--- config.mk ---
export PLATFORM = sky130hd
export DESIGN_NAME = llsc_resv_unit
export DESIGN_NICKNAME = d
export VERILOG_FILES = /design/src/rtl/llsc_pkg.sv /design/src/rtl/llsc_decode.sv /design/src/rtl/llsc_resv.sv /design/src/rtl/llsc_resv_unit.sv
export SDC_FILE = /design/constraint.sdc
export NUM_CORES = 1
export LEC_CHECK = 0
export BUFFER_PORTS_ARGS = -buffer_cell sky130_fd_sc_hd__buf_2
export CAP_MARGIN = 20
export CORE_ASPECT_RATIO = 1.25
export CORE_MARGIN = 2
export CORE_UTILIZATION = 30
export DETAILED_ROUTE_END_ITERATION = 8
export PLACE_DENSITY = 0.47
export RECOVER_POWER = 25
export SYNTH_ARGS = -nofsm -noshare
export SYNTH_HDL_FRONTEND = slang
export SYNTH_SLANG_ARGS = --single-unit
--- constraint.sdc ---
create_clock -name clk -period 3.85 [get_ports clk]
set_input_delay 0.1925 -clock clk [delete_from_list [all_inputs] [get_ports clk]]
set_output_delay 0.1925 -clock clk [all_outputs]
set_load 0.01 [all_outputs]
--- src/rtl/llsc_pkg.sv ---
package llsc_pkg;
   typedef enum logic [1:0] {
      ST_IDLE = 2'd0,
      ST_REQ  = 2'd1,
      ST_RSP  = 2'd2
   } llsc_state_e;

   localparam int unsigned INSN_W = 32;
   localparam int unsigned IDX_W  = 5;
   localparam int unsigned IMM_W  = 16;
   localparam logic [5:0]  OPC_LINK_LOAD  = 6'h1B;
   localparam logic [5:0]  OPC_COND_STORE = 6'h33;
endpackage

--- src/rtl/llsc_decode.sv ---
module llsc_decode
   import llsc_pkg::*;
#(
   parameter int unsigned DATA_W  = 32,
   parameter logic [5:0]  OPC_LL  = OPC_LINK_LOAD,
   parameter logic [5:0]  OPC_SC  = OPC_COND_STORE
) (
   input  logic [INSN_W-1:0] insn,
   input  logic [DATA_W-1:0] base_val,
   output logic              is_ll,
   output logic              is_sc,
   output logic [IDX_W-1:0]  dst_idx,
   output logic [IDX_W-1:0]  base_idx,
   output logic [IDX_W-1:0]  data_idx,
   output logic [DATA_W-1:0] eff_addr,
   output logic              misaligned
);
   localparam int unsigned EXT_W = DATA_W - IMM_W;

   logic [IMM_W-1:0] imm;

   always_comb begin
      is_ll    = (insn[31:26] == OPC_LL);
      is_sc    = (insn[31:26] == OPC_SC);
      dst_idx  = insn[25:21];
      base_idx = insn[20:16];
      data_idx = insn[15:11];
      // the conditional store splits its offset around the data index
      imm      = is_sc ? {insn[25:21], insn[10:0]} : insn[15:0];
      eff_addr = base_val + {{EXT_W{imm[IMM_W-1]}}, imm};
      misaligned = |eff_addr[1:0];
   end
endmodule

--- src/rtl/llsc_resv.sv ---
module llsc_resv #(
   parameter int unsigned DATA_W = 32,
   parameter int unsigned GRAN   = 0
) (
   input  logic              clk,
   input  logic              rst_n,
   input  logic              set_en,
   input  logic [DATA_W-1:0] set_addr,
   input  logic              clr_en,
   input  logic              kill,
   input  logic [DATA_W-1:0] cmp_addr,
   output logic              flag,
   output logic              match
);
   logic [DATA_W-1:0] held_addr;
   logic              addr_hit;

   generate
      if (GRAN == 0) begin : g_exact
         assign addr_hit = (cmp_addr == held_addr);
      end else begin : g_coarse
         assign addr_hit = (cmp_addr[DATA_W-1:GRAN] == held_addr[DATA_W-1:GRAN]);
      end
   endgenerate

   assign match = flag && addr_hit;

   always_ff @(posedge clk or negedge rst_n) begin
      if (!rst_n) begin
         flag      <= 1'b0;
         held_addr <= '0;
      end else begin
         if (kill)        flag <= 1'b0;
         else if (set_en) flag <= 1'b1;
         else if (clr_en) flag <= 1'b0;
         if (set_en) held_addr <= set_addr;
      end
   end
endmodule

--- src/rtl/llsc_resv_unit.sv ---
module llsc_resv_unit
   import llsc_pkg::*;
#(
   parameter int unsigned DATA_W    = 32,
   parameter int unsigned RESV_GRAN = 0,
   parameter logic [5:0]  OPC_LL    = OPC_LINK_LOAD,
   parameter logic [5:0]  OPC_SC    = OPC_COND_STORE
) (
   input  logic              clk,
   input  logic              rst_n,
   input  logic              op_valid,
   output logic              op_ready,
   input  logic [31:0]       op_insn,
   output logic [4:0]        base_idx,
   output logic [4:0]        data_idx,
   input  logic [DATA_W-1:0] base_val,
   input  logic [DATA_W-1:0] data_val,
   input  logic              exc_taken,
   input  logic              ctx_switch,
   output logic              mem_req_valid,
   input  logic              mem_req_ready,
   output logic              mem_req_write,
   output logic [DATA_W-1:0] mem_req_addr,
   output logic [DATA_W-1:0] mem_req_wdata,
   input  logic              mem_rsp_valid,
   input  logic [DATA_W-1:0] mem_rsp_rdata,
   input  logic              mem_rsp_err,
   output logic              wb_valid,
   output logic [4:0]        wb_idx,
   output logic [DATA_W-1:0] wb_data,
   output logic              cflag_we,
   output logic              cflag_val,
   output logic              align_fault,
   output logic              access_fault
);
   generate
      if (DATA_W < IMM_W) begin : g_bad_width
         $error("llsc_resv_unit: DATA_W must be at least the immediate width");
      end
      if (RESV_GRAN > 2) begin : g_bad_gran
         $error("llsc_resv_unit: RESV_GRAN above word granularity");
      end
   endgenerate

   llsc_state_e       state;
   logic              cur_sc;
   logic [IDX_W-1:0]  cur_idx;
   logic              dec_ll, dec_sc, dec_mis;
   logic [IDX_W-1:0]  dec_dst;
   logic [DATA_W-1:0] dec_ea;
   logic              resv_flag, resv_match;
   logic              rsp_good;

   llsc_decode #(.DATA_W(DATA_W), .OPC_LL(OPC_LL), .OPC_SC(OPC_SC)) u_dec (
      .insn       (op_insn),
      .base_val   (base_val),
      .is_ll      (dec_ll),
      .is_sc      (dec_sc),
      .dst_idx    (dec_dst),
      .base_idx   (base_idx),
      .data_idx   (data_idx),
      .eff_addr   (dec_ea),
      .misaligned (dec_mis)
   );

   assign rsp_good = (state == ST_RSP) && mem_rsp_valid && !mem_rsp_err;

   llsc_resv #(.DATA_W(DATA_W), .GRAN(RESV_GRAN)) u_resv (
      .clk      (clk),
      .rst_n    (rst_n),
      .set_en   (rsp_good && !cur_sc),
      .set_addr (mem_req_addr),
      .clr_en   (rsp_good && cur_sc),
      .kill     (exc_taken || ctx_switch),
      .cmp_addr (dec_ea),
      .flag     (resv_flag),
      .match    (resv_match)
   );

   assign op_ready      = (state == ST_IDLE);
   assign mem_req_valid = (state == ST_REQ);
   assign mem_req_write = cur_sc;

   always_ff @(posedge clk or negedge rst_n) begin
      if (!rst_n) begin
         state         <= ST_IDLE;
         cur_sc        <= 1'b0;
         cur_idx       <= '0;
         mem_req_addr  <= '0;
         mem_req_wdata <= '0;
         wb_valid      <= 1'b0;
         wb_idx        <= '0;
         wb_data       <= '0;
         cflag_we      <= 1'b0;
         cflag_val     <= 1'b0;
         align_fault   <= 1'b0;
         access_fault  <= 1'b0;
      end else begin
         wb_valid     <= 1'b0;
         cflag_we     <= 1'b0;
         align_fault  <= 1'b0;
         access_fault <= 1'b0;
         unique case (state)
            ST_IDLE: begin
               if (op_valid && dec_ll) begin
                  if (dec_mis) begin
                     align_fault <= 1'b1;
                  end else begin
                     state         <= ST_REQ;
                     cur_sc        <= 1'b0;
                     cur_idx       <= dec_dst;
                     mem_req_addr  <= dec_ea;
                     mem_req_wdata <= '0;
                  end
               end else if (op_valid && dec_sc) begin
                  if (!resv_match) begin
                     cflag_we  <= 1'b1;
                     cflag_val <= 1'b0;
                  end else if (dec_mis) begin
                     align_fault <= 1'b1;
                  end else begin
                     state         <= ST_REQ;
                     cur_sc        <= 1'b1;
                     mem_req_addr  <= dec_ea;
                     mem_req_wdata <= data_val;
                  end
               end
            end
            ST_REQ: begin
               if (mem_req_ready) state <= ST_RSP;
            end
            ST_RSP: begin
               if (mem_rsp_valid) begin
                  state <= ST_IDLE;
                  if (mem_rsp_err) begin
                     access_fault <= 1'b1;
                  end else if (cur_sc) begin
                     cflag_we  <= 1'b1;
                     cflag_val <= 1'b1;
                  end else begin
                     wb_valid <= 1'b1;
                     wb_idx   <= cur_idx;
                     wb_data  <= mem_rsp_rdata;
                  end
               end
            end
            default: state <= ST_IDLE;
         endcase
      end
   end
endmodule

==> results by group, run 1 <==
Run status
  – Outcome: finished, violations left
  – Failing checks: capacitance limit, slew limit, setup timing

Synthesis
  – Syn_nets: 910
  – Synthesized instance count: 742
  – Library cells used by synthesis: 75
  – EDFF count, synth: 0
  – Sequential area share after synthesis: 43.8%
  – Synthesized cell area: 8400 sq um
  – Top-count cell post-synth: dfrtp_1
  – Synth area leader: dfrtp_1
  – Dominant synthesized flop cell: dfrtp_1
  – Synth cell count leaders: dfrtp_1 (147), mux2_2 (95), xnor2_1 (43)
  – Average cell area after synthesis: 11.3 sq um
  – Asr flop ratio synth: 100%
  – Synth area leaders: dfrtp_1 (44%), mux2_2 (13%), ha_1 (4.6%), xnor2_1 (4.5%), a22o_1 (3.5%)
  – Synthesis Warnings: 0
  – Synth top area share: 43.8%
  – #FFs+latches synth: 147

Timing
  – Worst slew pin tran: 1.90 ns
  – Final worst setup slack: -0.187 ns
  – Worst hold slack: 0.0206 ns
  – Tcrit/Tclk final: 105%
  – RSZ-0062 raised after global routing: yes
  – Clock Skew: between 0.015 and 0.02 ns
  – Top achievable clock speed: between 0.2 and 0.25 GHz
  – Max-slew violations: 68
  – Worst rel slew slack: -26.6%
  – Final Hold Viols: 0
  – Tmin final: 4.04 ns
  – Setup Viol. Count Final: 63

Critical path
  – Required @ worst endpoint: between 4 and 5 ns
  – Worst setup SP type: input port
  – Worst-path fanout max: 10
  – Critical Path End: mem_req_addr[11]
  – Crit path from: op_insn[28]
  – Crit path buf inv count: 6
  – Critical Path Stages: 20
  – Setup crit end kind: flop
  – Crit-path max cell delay: around 0.37 ns
  – CP arrival: about 4.4 ns
  – Critical-path top delay cell: mux2_4
  – Reg-to-reg startpoint: u_resv.held_addr[27]
  – R2R Path End: mem_req_addr[11]
  – Reg2reg setup slack: 0.84 ns
  – Worst Reg2Reg Path Length in Cells: 11
  – Crit path top cell by count: buf_6
  – Worst path top cell family by delay: compound AO/OA/AOI/OAI gates
  – Worst-path cell chain: buf_6 > nand4b_1 > nor3b_4 > buf_12 > mux2_4 > buf_6 > ha_4 > a21oi_4 > o21ai_4 > buf_6 > a221o_1 > a21oi_2 > xnor3_1 > a211oi_2 > nand4_1 > nor4b_4 > a31oi_4 > buf_12 > buf_16 > mux2_2
  – Crit Path Category: input port to flop

Power
  – Power share of the sequential group: a little over a third
  – Combinational share of power: 27.7%
  – Total Power: 4.56 mW
  – Cell Int Power: 3.10 mW
  – Leakage Power: 6.44 nW
  – Sw frac: 32.0%
  – VDD IR-drop max: around 0.23 mV
  – Cell Pwr Density: approximately 350 nW/um^2
  – Sw Pwr: 1.46 mW
  – Clock Power Share: about 36%

Floorplan
  – Initial Util: 30.5%
  – Number of top-level pins: 255
  – Core Region: between 20,000 and 30,000 sq um
  – Site Rows: 68
  – Die width: 154 um
  – Die ar.: 29,400 sq um
  – Die Span Y: ~190 um

Clocking
  – CTS tree: yes
  – Clock root buffer: clkbuf_16
  – Clk buf depth: 2
  – Clock transition at the registers of the reported paths: 0.07 ns
  – CTS Buf Count: 17
  – Clk Latency, worst-skew pair: 0.44 ns
  – Max H-tree Level: 4
  – Sink Count: 147

Placed design
  – Input/output buffers: 244
  – RD Place Congestion: 0.881
  – Dpl hpwl: 22,000 um
  – Cell Area, Placed: roughly 11,000 sq um
  – Place WS: -0.977 ns

Min path
  – HP Class: input port to flop

Finish
  – Synth-to-Final Area Change: 54.0%
  – Filler instances: 2,664
  – Post-route cell area: around 13,000 sq um
  – Layout cells sized above 1: between 50% and 60%
  – Finished Core Util: a little under half
  – Nets: 1,355
  – ANT cells: 0

Detailed routing
  – Vias per cell: just under 5
  – DRC viols: 0
  – Pre-Repair DR Iteration Count: 5
  – ANT nets after route: 0
  – Initial drt markers: 378
  – Routed WL: 29,900 um
  – Routed len/inst: a little under 20 um
  – Via count: 7,643

Flow run
  – Max-cap violations: 1

Global route
  – Met1 Usage GRT: 25.0%
  – Initial antenna violation count: 0
  – Vias in the first global route: just under 8,000
  – Global-route wire length before repair: 45,200 um
  – Gr usage total: 19.9%
  – Pin count of the biggest net entering global routing: 81
  – Grt met3 use: around 2.8%
  – Met2 usage: 35.0%
  – Grt total ovfl: 0
  – Gr busiest metal: met2
## worst reg2reg max path, cell delays in order (launching register included)
cell      delay [ns]
dfrtp_1         0.53
and4_1          0.30
a32oi_1         0.17
nand4b_1        0.14
a2111o_1        0.37
nor3_2          0.11
nand4_1         0.18
nor4_4          0.28
a31oi_4         0.19
buf_12          0.20
buf_16          0.15
mux2_2          0.27
## worst min path at each step
stage	depth (start not counted)	slack (ns)	endpoint	startpoint
after detailed placement	1	0.27	mem_req_addr[14]	rst_n
after global placement	1	0.27	u_resv.held_addr[16]	rst_n
after floorplan	0	-0.10	access_fault	rst_n
after global routing	2	0.01	cur_idx[3]	op_insn[24]
final	2	0.02	cur_idx[3]	op_insn[24]
after CTS	2	0.007	cur_idx[3]	op_insn[24]
## power groups by stage
stage	clock network, mW	registers (mW)	logic (mW)
floorplan	0	1.69	0.556
global placement	0	1.67	1.11
detailed placement	0	1.67	1.11
CTS	1.70	1.64	1.23
global route	1.77	1.65	1.36
finish	1.66	1.64	1.26
## cells by family (layout without fill, tap and decap cells)
logic type,count (synthesis),after routing,share of synthesized area (%)
simple gates,163,163,10.5
compound gates,162,162,14.1
flops,147,147,43.8
mux,112,113,15.5
xor+xnor,67,67,7.67
buf+inv,59,516,3.62
fa+ha+maj,32,32,4.85
## registers in the layout (all words and copies together), names as in the netlist, 2 cells and up
signal and cells:
mem_req_wdata 32, cur_idx 5, wb_data 32, u_resv.held_addr 32, wb_idx 5, state 2
mem_req_addr 32
## per-stage QoR
stage	TNS [ns]	std cells
4_1_cts	-9.89	1546
3_5_place_dp	-61.04	1428
3_3_place_gp	-58.24	1428
2_1_floorplan	-4.84	742
5_1_grt	-17.13	1550
6_report	-8.14	1550
## area by class of cell
cell class,count,area (sq um),area share [%]
clock buffer,17,425,3.29
clock inverter,15,139,1.07
inverter,9,33.8,0.261
multi-input combinational,537,4960,38.3
sequential,147,3680,28.4
tap,350,438,3.38
timing repair buffer,475,3260,25.2
## cell usage in the layout (no fill, tap or decap), types with 15 or more instances in the layout
cell           count
clkbuf_16         17
a22o_1            34
mux2_4            22
buf_4            145
dfrtp_1          147
nor2_1            33
o21ai_0           15
xor2_1            19
a21oi_1           22
dlygate4sd3_1     69
ha_1              19
nand2_1           34
xnor2_1           41
mux2_2            88
buf_2            230
## routing by layer
metal  part of all wire, %  vias to the layer above
li1                      -                     3620
met1                    43                     3792
met2                    51                      192
met3                   3.2                       39
met4                   2.7                        0
met5                     0                        -
## what timing repair did
| item | in CTS | in global routing |
|---|---|---|
| resized for setup | 53 | 30 |
| endpoints found under the hold margin | 135 | 0 |
| setup endpoints to repair | 69 | 69 |
| setup buffers | 15 | 5 |
| cloned | 2 | 0 |
| pin swaps | 20 | 15 |
| hold buffers | 69 | 0 |
Note: power is estimated with default switching activity, not from simulation.
==> run 2: changes to the inputs <==
- CTS_CLUSTER_SIZE: unset -> 12
- GPL_TIMING_DRIVEN: unset -> 0
- HOLD_SLACK_MARGIN: unset -> 0.08
==> run 2 against run 1 <==
Global-route usage fell by 0.96 points. Critical path type unchanged. Sequential share of layout area rose by 0.48 points. Clock skew fell by 0.0047 ns. The flow still finishes with violations (capacitance limit, slew limit, setup timing). Register-to-register slack got worse by 0.25 ns. Count of clock-buffer cells in the layout rose by 2. Total power fell by 1.8%.
==> results by group, run 2 (synthesis gave the netlist of run 1 again) <==
Global route
  – Vias in the first global route: 7,430 (-5.0%)
  – Grt total ovfl: 0 (unchanged)
  – Met2 usage: 32.7% (-2.3 points)
  – Gr busiest metal: met2
  – Grt met3 use: 3.40% (+0.57 points)
  – Pin count of the biggest net entering global routing: 95 (+17%)
  – Initial antenna violation count: 2 (+2)
  – Gr usage total: 19.0% (-0.96 points)
  – Met1 Usage GRT: 23.5% (-1.4 points)
  – Global-route wire length before repair: 42,900 um (-5.0%)

Timing
  – Tmin final: 4.16 ns (+0.120 ns)
  – Tcrit/Tclk final: 108% (+3.1 points)
  – Worst slew pin tran: 3.08 ns (+1.18 ns)
  – Final Hold Viols: 0 (unchanged)
  – RSZ-0062 raised after global routing: yes
  – Worst rel slew slack: -105% (-79 points)
  – Final worst setup slack: -0.308 ns (-0.120 ns)
  – Setup Viol. Count Final: 67 (+6.3%)
  – Clock Skew: 0.0110 ns (-0.00467 ns)
  – Max-slew violations: 55 (-19%)
  – Setup_tns: -17.17 ns (-9.03 ns)
  – Top achievable clock speed: 0.241 GHz (-2.9%)

Detailed routing
  – Routed WL: 28,900 um (-3.4%)
  – Routed len/inst: 19.2 um (-0.53%)
  – Vias per cell: 4.94 (+0.19%)
  – DRC viols: 0 (unchanged)
  – Initial drt markers: 434 (+15%)
  – ANT nets after route: 0 (unchanged)
  – Pre-Repair DR Iteration Count: 4 (-1)
  – Via count: 7,440 (-2.7%)

Finish
  – Nets: 1,309 (-3.4%)
  – Synth-to-Final Area Change: 51.5%
  – Commonest cells after routing, fill and taps aside: buf_2 (225), dfrtp_1 (147), mux2_2 (91), dlygate4sd3_1 (73), buf_4 (64)
  – Layout cells sized above 1: 48.2% (-3.9 points)
  – Most common cell after layout, fill and taps aside: buf_2
  – Post-route cell area: 12,700 sq um (-1.7%)

Floorplan
  – Die ar.: 29,400 sq um (unchanged)
  – Initial Util: 30.5% (unchanged)
  – Core Region: 27,600 sq um (unchanged)
  – Site Rows: 68 (unchanged)
  – Die width: 154 um (unchanged)
  – Number of top-level pins: 255 (unchanged)
  – Die Span Y: 191 um (unchanged)

Clocking
  – CTS Buf Count: 17 (unchanged)
  – Sink Count: 147 (unchanged)
  – Max H-tree Level: 4 (unchanged)
  – Clock transition at the registers of the reported paths: 0.07 ns (about the same)
  – CTS tree: yes
  – Clock root buffer: clkbuf_16
  – Clk Latency, worst-skew pair: 0.43 ns (about the same)
  – Clk buf depth: 2 (unchanged)

Power
  – Cell Pwr Density: 352 nW/um^2 (-0.18%)
  – VDD IR-drop max: 0.232 mV (+2.6%)
  – Total Power: 4.48 mW (-1.8%)
  – Leakage Power: 6.18 nW (-4.2%)

Critical path
  – CP arrival: 4.48 ns (+0.13 ns)
  – Worst-path fanout max: 8 (-2)
  – Worst Reg2Reg Path Length in Cells: 14 (+3)
  – Crit Path Category: input port to flop
  – Setup crit end kind: flop
  – Worst setup SP type: input port
  – R2R Path End: mem_req_wdata[5]
  – Required @ worst endpoint: 4.17 ns (about the same)
  – Reg2reg setup slack: 0.59 ns (-0.25 ns)
  – Reg-to-reg startpoint: u_resv.held_addr[27]

Min path
  – HP Class: input port to flop
  – Hold path start: mem_rsp_valid
  – WHS Path Cells: 3 (+1)
  – Hold Path End: state[1]

Run status
  – Outcome: finished, violations left
  – Failing checks: capacitance limit, slew limit, setup timing

Placed design
  – RD Place Congestion: 0.842 (-4.4%)
  – Input/output buffers: 249 (+2.0%)
  – Place WS: -1.49 ns (-0.515 ns)
  – Cell Area, Placed: 10,300 sq um (-7.1%)
  – Dpl hpwl: 21,100 um (-4.0%)

Flow run
  – Max-cap violations: 1 (unchanged)
run 2: what timing repair did:
item,4_1_cts,5_1_grt
pin swaps,29,35
hold buffers,73,0
gates cloned,4,1
endpoints found under the setup margin,69,69
setup buffers,33,23
hold endpoints to repair,126,0
gates resized for setup,103,37
run 2: layout make-up:
cell class | count | area, sq um
diodes | 2 | 5.00
repair buffers | 383 | 2490
multi-input cells | 538 | 5100
flip-flops and latches | 147 | 3680
clock buffers | 19 | 443
plain buffers | 45 | 394
well taps | 350 | 438
clock inverters | 13 | 140
inverters | 9 | 33.8
fillers | 2709 | 14800
run 2: through the flow:
step,hold slack [ns],std cells,util [%]
3_5_place_dp,0.144,1343,37.5
2_1_floorplan,-0.103,742,-
4_1_cts,0.0864,1480,45.0
6_report,0.0979,1506,46.2
3_3_place_gp,0.361,1341,37.3
5_1_grt,0.0973,1506,46.2
run 2: critical path, stage by stage:
cell	delay, ns
buf_6	0.09
nand4b_1	0.24
nor3b_4	0.27
buf_6	0.17
mux2_4	0.39
ha_4	0.29
buf_6	0.14
a21oi_4	0.08
buf_4	0.14
o21ai_0	0.29
a21oi_1	0.12
o22ai_2	0.27
nor4_1	0.11
a211oi_2	0.21
nand4_1	0.24
nor4b_4	0.26
buf_4	0.18
a31oi_4	0.11
buf_12	0.20
buf_8	0.13
buf_8	0.12
a22o_1	0.20
run 2: where the power goes:
group / switching (mW) / total (mW) / internal [mW]
clock network: 0.752 / 1.68 / 0.932
registers: 0.0365 / 1.64 / 1.60
logic: 0.604 / 1.15 / 0.551
run 2: worst max-delay path by stage:
stage                           start                to  slack [ns]
after global placement    op_insn[28]  mem_req_addr[17]       -1.49
after floorplan           op_insn[28]  mem_req_addr[17]       -0.17
final                     op_insn[28]  mem_req_wdata[5]       -0.31
after global routing      op_insn[28]  mem_req_wdata[5]       -0.45
after detailed placement  op_insn[28]  mem_req_addr[26]       -1.49
after CTS                 op_insn[28]  mem_req_addr[22]       -0.36
run 2: per-layer routing:
layer | routed length [um] | vias up | part of all wire [%]
li1 | - | 3537 | -
met1 | 12000 | 3651 | 42
met2 | 14700 | 207 | 51
met3 | 1200 | 45 | 4.1
met4 | 1010 | 0 | 3.5
met5 | 0 | - | 0
==> run 3: changes to the inputs <==
- PLACE_DENSITY: 0.47 -> 0.48
- SYNTH_HIERARCHICAL: unset -> 1
- clock period: 3.85 -> 4.4 ns (I/O delays scaled with it)
==> run 3 against run 2 <==
The flow still finishes with violations (capacitance limit, slew limit, setup timing). Utilization shrank 0.10 points. Global-route usage fell by 2.0 points. Sequential power is 13% lower. Clock power shrank 13%. Count of clock-buffer cells in the layout decreased by 1. Via count down 12%. Non-clock buffer count is 14 lower. Combinational power shrank 26%. Area after synthesis is 4.6% lower. Largest cell class unchanged. Largest power group unchanged. Highest routed layer unchanged.
==> results by group, run 3 <==
Timing
  – Worst hold slack: 0.145 ns (+0.0475 ns)
  – Setup Viol. Count Final: 65 (-3.0%)
  – Top achievable clock speed: between 0.2 and 0.25 GHz
  – Final worst setup slack: -0.159 ns (+0.149 ns)
  – Tcrit/Tclk final: 104%
  – Max-slew violations: 58 (+5.5%)
  – Final Hold Viols: 0 (unchanged)
  – Setup_tns: -7.06 ns (+10.12 ns)
  – RSZ-0062 raised after global routing: yes
  – Worst slew pin tran: 3.32 ns (+0.243 ns)
  – Worst rel slew slack: -122% (-16 points)
  – Tmin final: 4.56 ns
  – Clock Skew: 0.00918 ns (-0.00182 ns)

Critical path
  – Worst-path fanout max: 7 (-1)
  – Setup crit end kind: flop
  – Worst Reg2Reg Path Length in Cells: 9 (-5)
  – Worst setup SP type: input port
  – Crit Path Category: input port to flop
  – CP arrival: 4.86 ns (+0.38 ns)
  – Required @ worst endpoint: 4.70 ns (+0.53 ns)

Power
  – Cell Pwr Density: 310 nW/um^2 (-12%)
  – Combinational share of power: 22.7% (-3.1 points)
  – VDD IR-drop max: 0.228 mV (-1.6%)
  – Clock Power Share: 39.2% (+1.6 points)
  – Total Power: 3.74 mW (-16%)
  – Leakage Power: 6.51 nW (+5.4%)
  – Sw frac: 27.8% (-3.3 points)
  – Sw Pwr: 1.04 mW (-25%)
  – Power share of the sequential group: 38.1% (+1.5 points)
  – Cell Int Power: 2.70 mW (-12%)

Floorplan
  – Initial Util: 30.6% (+0.14 points)
  – Die width: 150 um (-2.3%)
  – Number of top-level pins: 255 (unchanged)
  – Core Region: 26,200 sq um (-5.0%)
  – Site Rows: 66 (-2.9%)
  – Die Span Y: 187 um (-2.3%)
  – Die ar.: 28,000 sq um (-4.5%)

Synthesis
  – Synth cell count leaders: dfrtp_1 (147), mux2_2 (68), nand2_1 (55)
  – Syn_nets: 883 (-3.0%)
  – Library cells used by synthesis: 58 (-23%)
  – Sequential area share after synthesis: 45.9% (+2.1 points)
  – Synth area leader: dfrtp_1
  – Synthesis Warnings: 6 (+6)
  – Average cell area after synthesis: 11.2 sq um (-0.74%)
  – Top-count cell post-synth: dfrtp_1
  – EDFF count, synth: 0 (unchanged)
  – #FFs+latches synth: 147 (unchanged)
  – Synth top area share: 45.9% (+2.1 points)
  – Synth area leaders: dfrtp_1 (46%), mux2_2 (9.6%), mux2_1 (6.0%), ha_1 (5.2%), xor2_1 (4.4%)
  – Synthesized instance count: 713 (-3.9%)
  – Dominant synthesized flop cell: dfrtp_1
  – Synthesized cell area: 8020 sq um (-4.6%)
  – Asr flop ratio synth: 100% (unchanged)

Global route
  – Initial antenna violation count: 0 (-2)
  – Gr usage total: 17.0% (-2.0 points)
  – Global-route wire length before repair: 36,700 um (-14%)
  – Pin count of the biggest net entering global routing: 91 (-4.2%)
  – Vias in the first global route: 6,740 (-9.3%)
  – Grt total ovfl: 0 (unchanged)

Finish
  – Commonest cells after routing, fill and taps aside: buf_2 (225), dfrtp_1 (147), dlygate4sd3_1 (72), mux2_2 (64), buf_4 (60)
  – Post-route cell area: 12,100 sq um (-5.2%)
  – Synth-to-Final Area Change: 50.5%
  – ANT cells: 0 (-2)
  – Layout cells sized above 1: 43.7% (-4.5 points)
  – Nets: 1,276 (-2.5%)
  – Most common cell after layout, fill and taps aside: buf_2

Detailed routing
  – DRC viols: 0 (unchanged)
  – Pre-Repair DR Iteration Count: 4 (unchanged)
  – Routed len/inst: 16.7 um (-13%)
  – Routed WL: 24,300 um (-16%)
  – Initial drt markers: 203 (-53%)
  – Vias per cell: 4.51 (-8.7%)
  – ANT nets after route: 0 (unchanged)
  – Via count: 6,579 (-12%)

Min path
  – WHS Path Cells: 3 (unchanged)
  – HP Class: input port to flop

Run status
  – Failing checks: capacitance limit, slew limit, setup timing
  – Outcome: finished, violations left

Flow run
  – Max-cap violations: 1 (unchanged)

Clocking
  – Clk buf depth: 2 (unchanged)
  – Clk Latency, worst-skew pair: 0.42 ns (about the same)
  – CTS tree: yes
  – Max H-tree Level: 4 (unchanged)
  – CTS Buf Count: 17 (unchanged)
  – Sink Count: 147 (unchanged)
  – Clock root buffer: clkbuf_16
  – Clock transition at the registers of the reported paths: 0.06 ns (about the same)

Placed design
  – Dpl hpwl: 17,900 um (-15%)
  – Cell Area, Placed: 9740 sq um (-5.7%)
  – RD Place Congestion: 0.771 (-8.5%)
  – Input/output buffers: 249 (unchanged)
-- run 3: stage by stage --
| stage | utilization (%) | setup slack [ns] | instances |
|---|---|---|---|
| 2_1_floorplan | - | 0.000172 | 713 |
| 3_3_place_gp | 37.1 | -1.36 | 1302 |
| 3_5_place_dp | 37.2 | -1.37 | 1303 |
| 4_1_cts | 44.2 | -0.268 | 1431 |
| 5_1_grt | 46.1 | -0.319 | 1459 |
| 6_report | 46.1 | -0.159 | 1459 |
-- run 3: logic make-up (layout without fill, tap and decap cells) --
logic type	Yosys count	after routing	share of synthesized area [%]
AO/OA/AOI/OAI	102	102	8.15
buffers and inverters	87	492	5.53
adder cells (fa/ha/maj)	34	34	5.40
multiplexers	143	144	19.6
AND/OR/NAND/NOR	140	140	8.88
XOR/XNOR	60	60	6.56
flip-flops	147	147	45.9
-- run 3: worst paths after layout --
kind | from | end | slack, ns
max reg2reg | u_resv/held_addr[8] | mem_req_addr[28] | 2.02
min | op_insn[21] | cur_idx[0] | 0.15
max in group asynchronous | rst_n | mem_req_addr[5] | 1.05
min in group asynchronous | rst_n | mem_req_wdata[17] | 1.47
min reg2reg | wb_idx[1] | wb_idx[1] | 0.48
max | op_insn[28] | mem_req_addr[28] | -0.16
-- run 3: timing repair --
action,in CTS,in global routing
pin swaps,34,45
gates cloned,1,1
endpoints found under the hold margin,126,0
buffers inserted,24,33
gates resized for setup,62,64
hold buffers,72,0
endpoints found under the setup margin,66,66
-- run 3: power by group through the flow --
stage | clock, mW | combinational, mW | sequential, mW
floorplan | 0 | 0.360 | 1.47
global placement | 0 | 0.646 | 1.45
detailed placement | 0 | 0.650 | 1.45
CTS | 1.52 | 0.774 | 1.43
global route | 1.57 | 0.933 | 1.43
finish | 1.47 | 0.849 | 1.43
-- run 3: critical path, stage by stage --
cell and delay (ns):
buf_6 0.09, nand4b_1 0.25, nor3b_4 0.23, buf_6 0.16, buf_12 0.11, mux2_4 0.31
buf_12 0.14, ha_4 0.25, buf_6 0.11, and3_4 0.19, nand4_1 0.09, a211o_1 0.32
buf_6 0.13, a21oi_4 0.24, xor2_2 0.23, xor2_2 0.15, nor4_2 0.28, nand4_1 0.17
nor3_4 0.21, a21oi_2 0.09, nand4bb_4 0.24, buf_8 0.16, buf_12 0.14, mux2_4 0.29
-- run 3: cell type report --
cell class                 count  area (sq um)
buffer                        36           322
clock buffer                  18           429
clock inverter                14           164
fill                        2523         14100
inverter                      46           173
multi-input combinational    480          4400
sequential                   147          3680
tap                          340           425
timing repair buffer         378          2470
-- run 3: routing by layer --
layer / track usage (%) / vias to the layer above / wire length (um) / part of all wire [%]
li1: - / 3257 / - / -
met4: 5.19 / 0 / 257 / 1.1
met5: 0 / - / 0 / 0
met3: 2.91 / 11 / 1150 / 4.7
met2: 30.1 / 181 / 12600 / 52
met1: 20.9 / 3130 / 10400 / 43
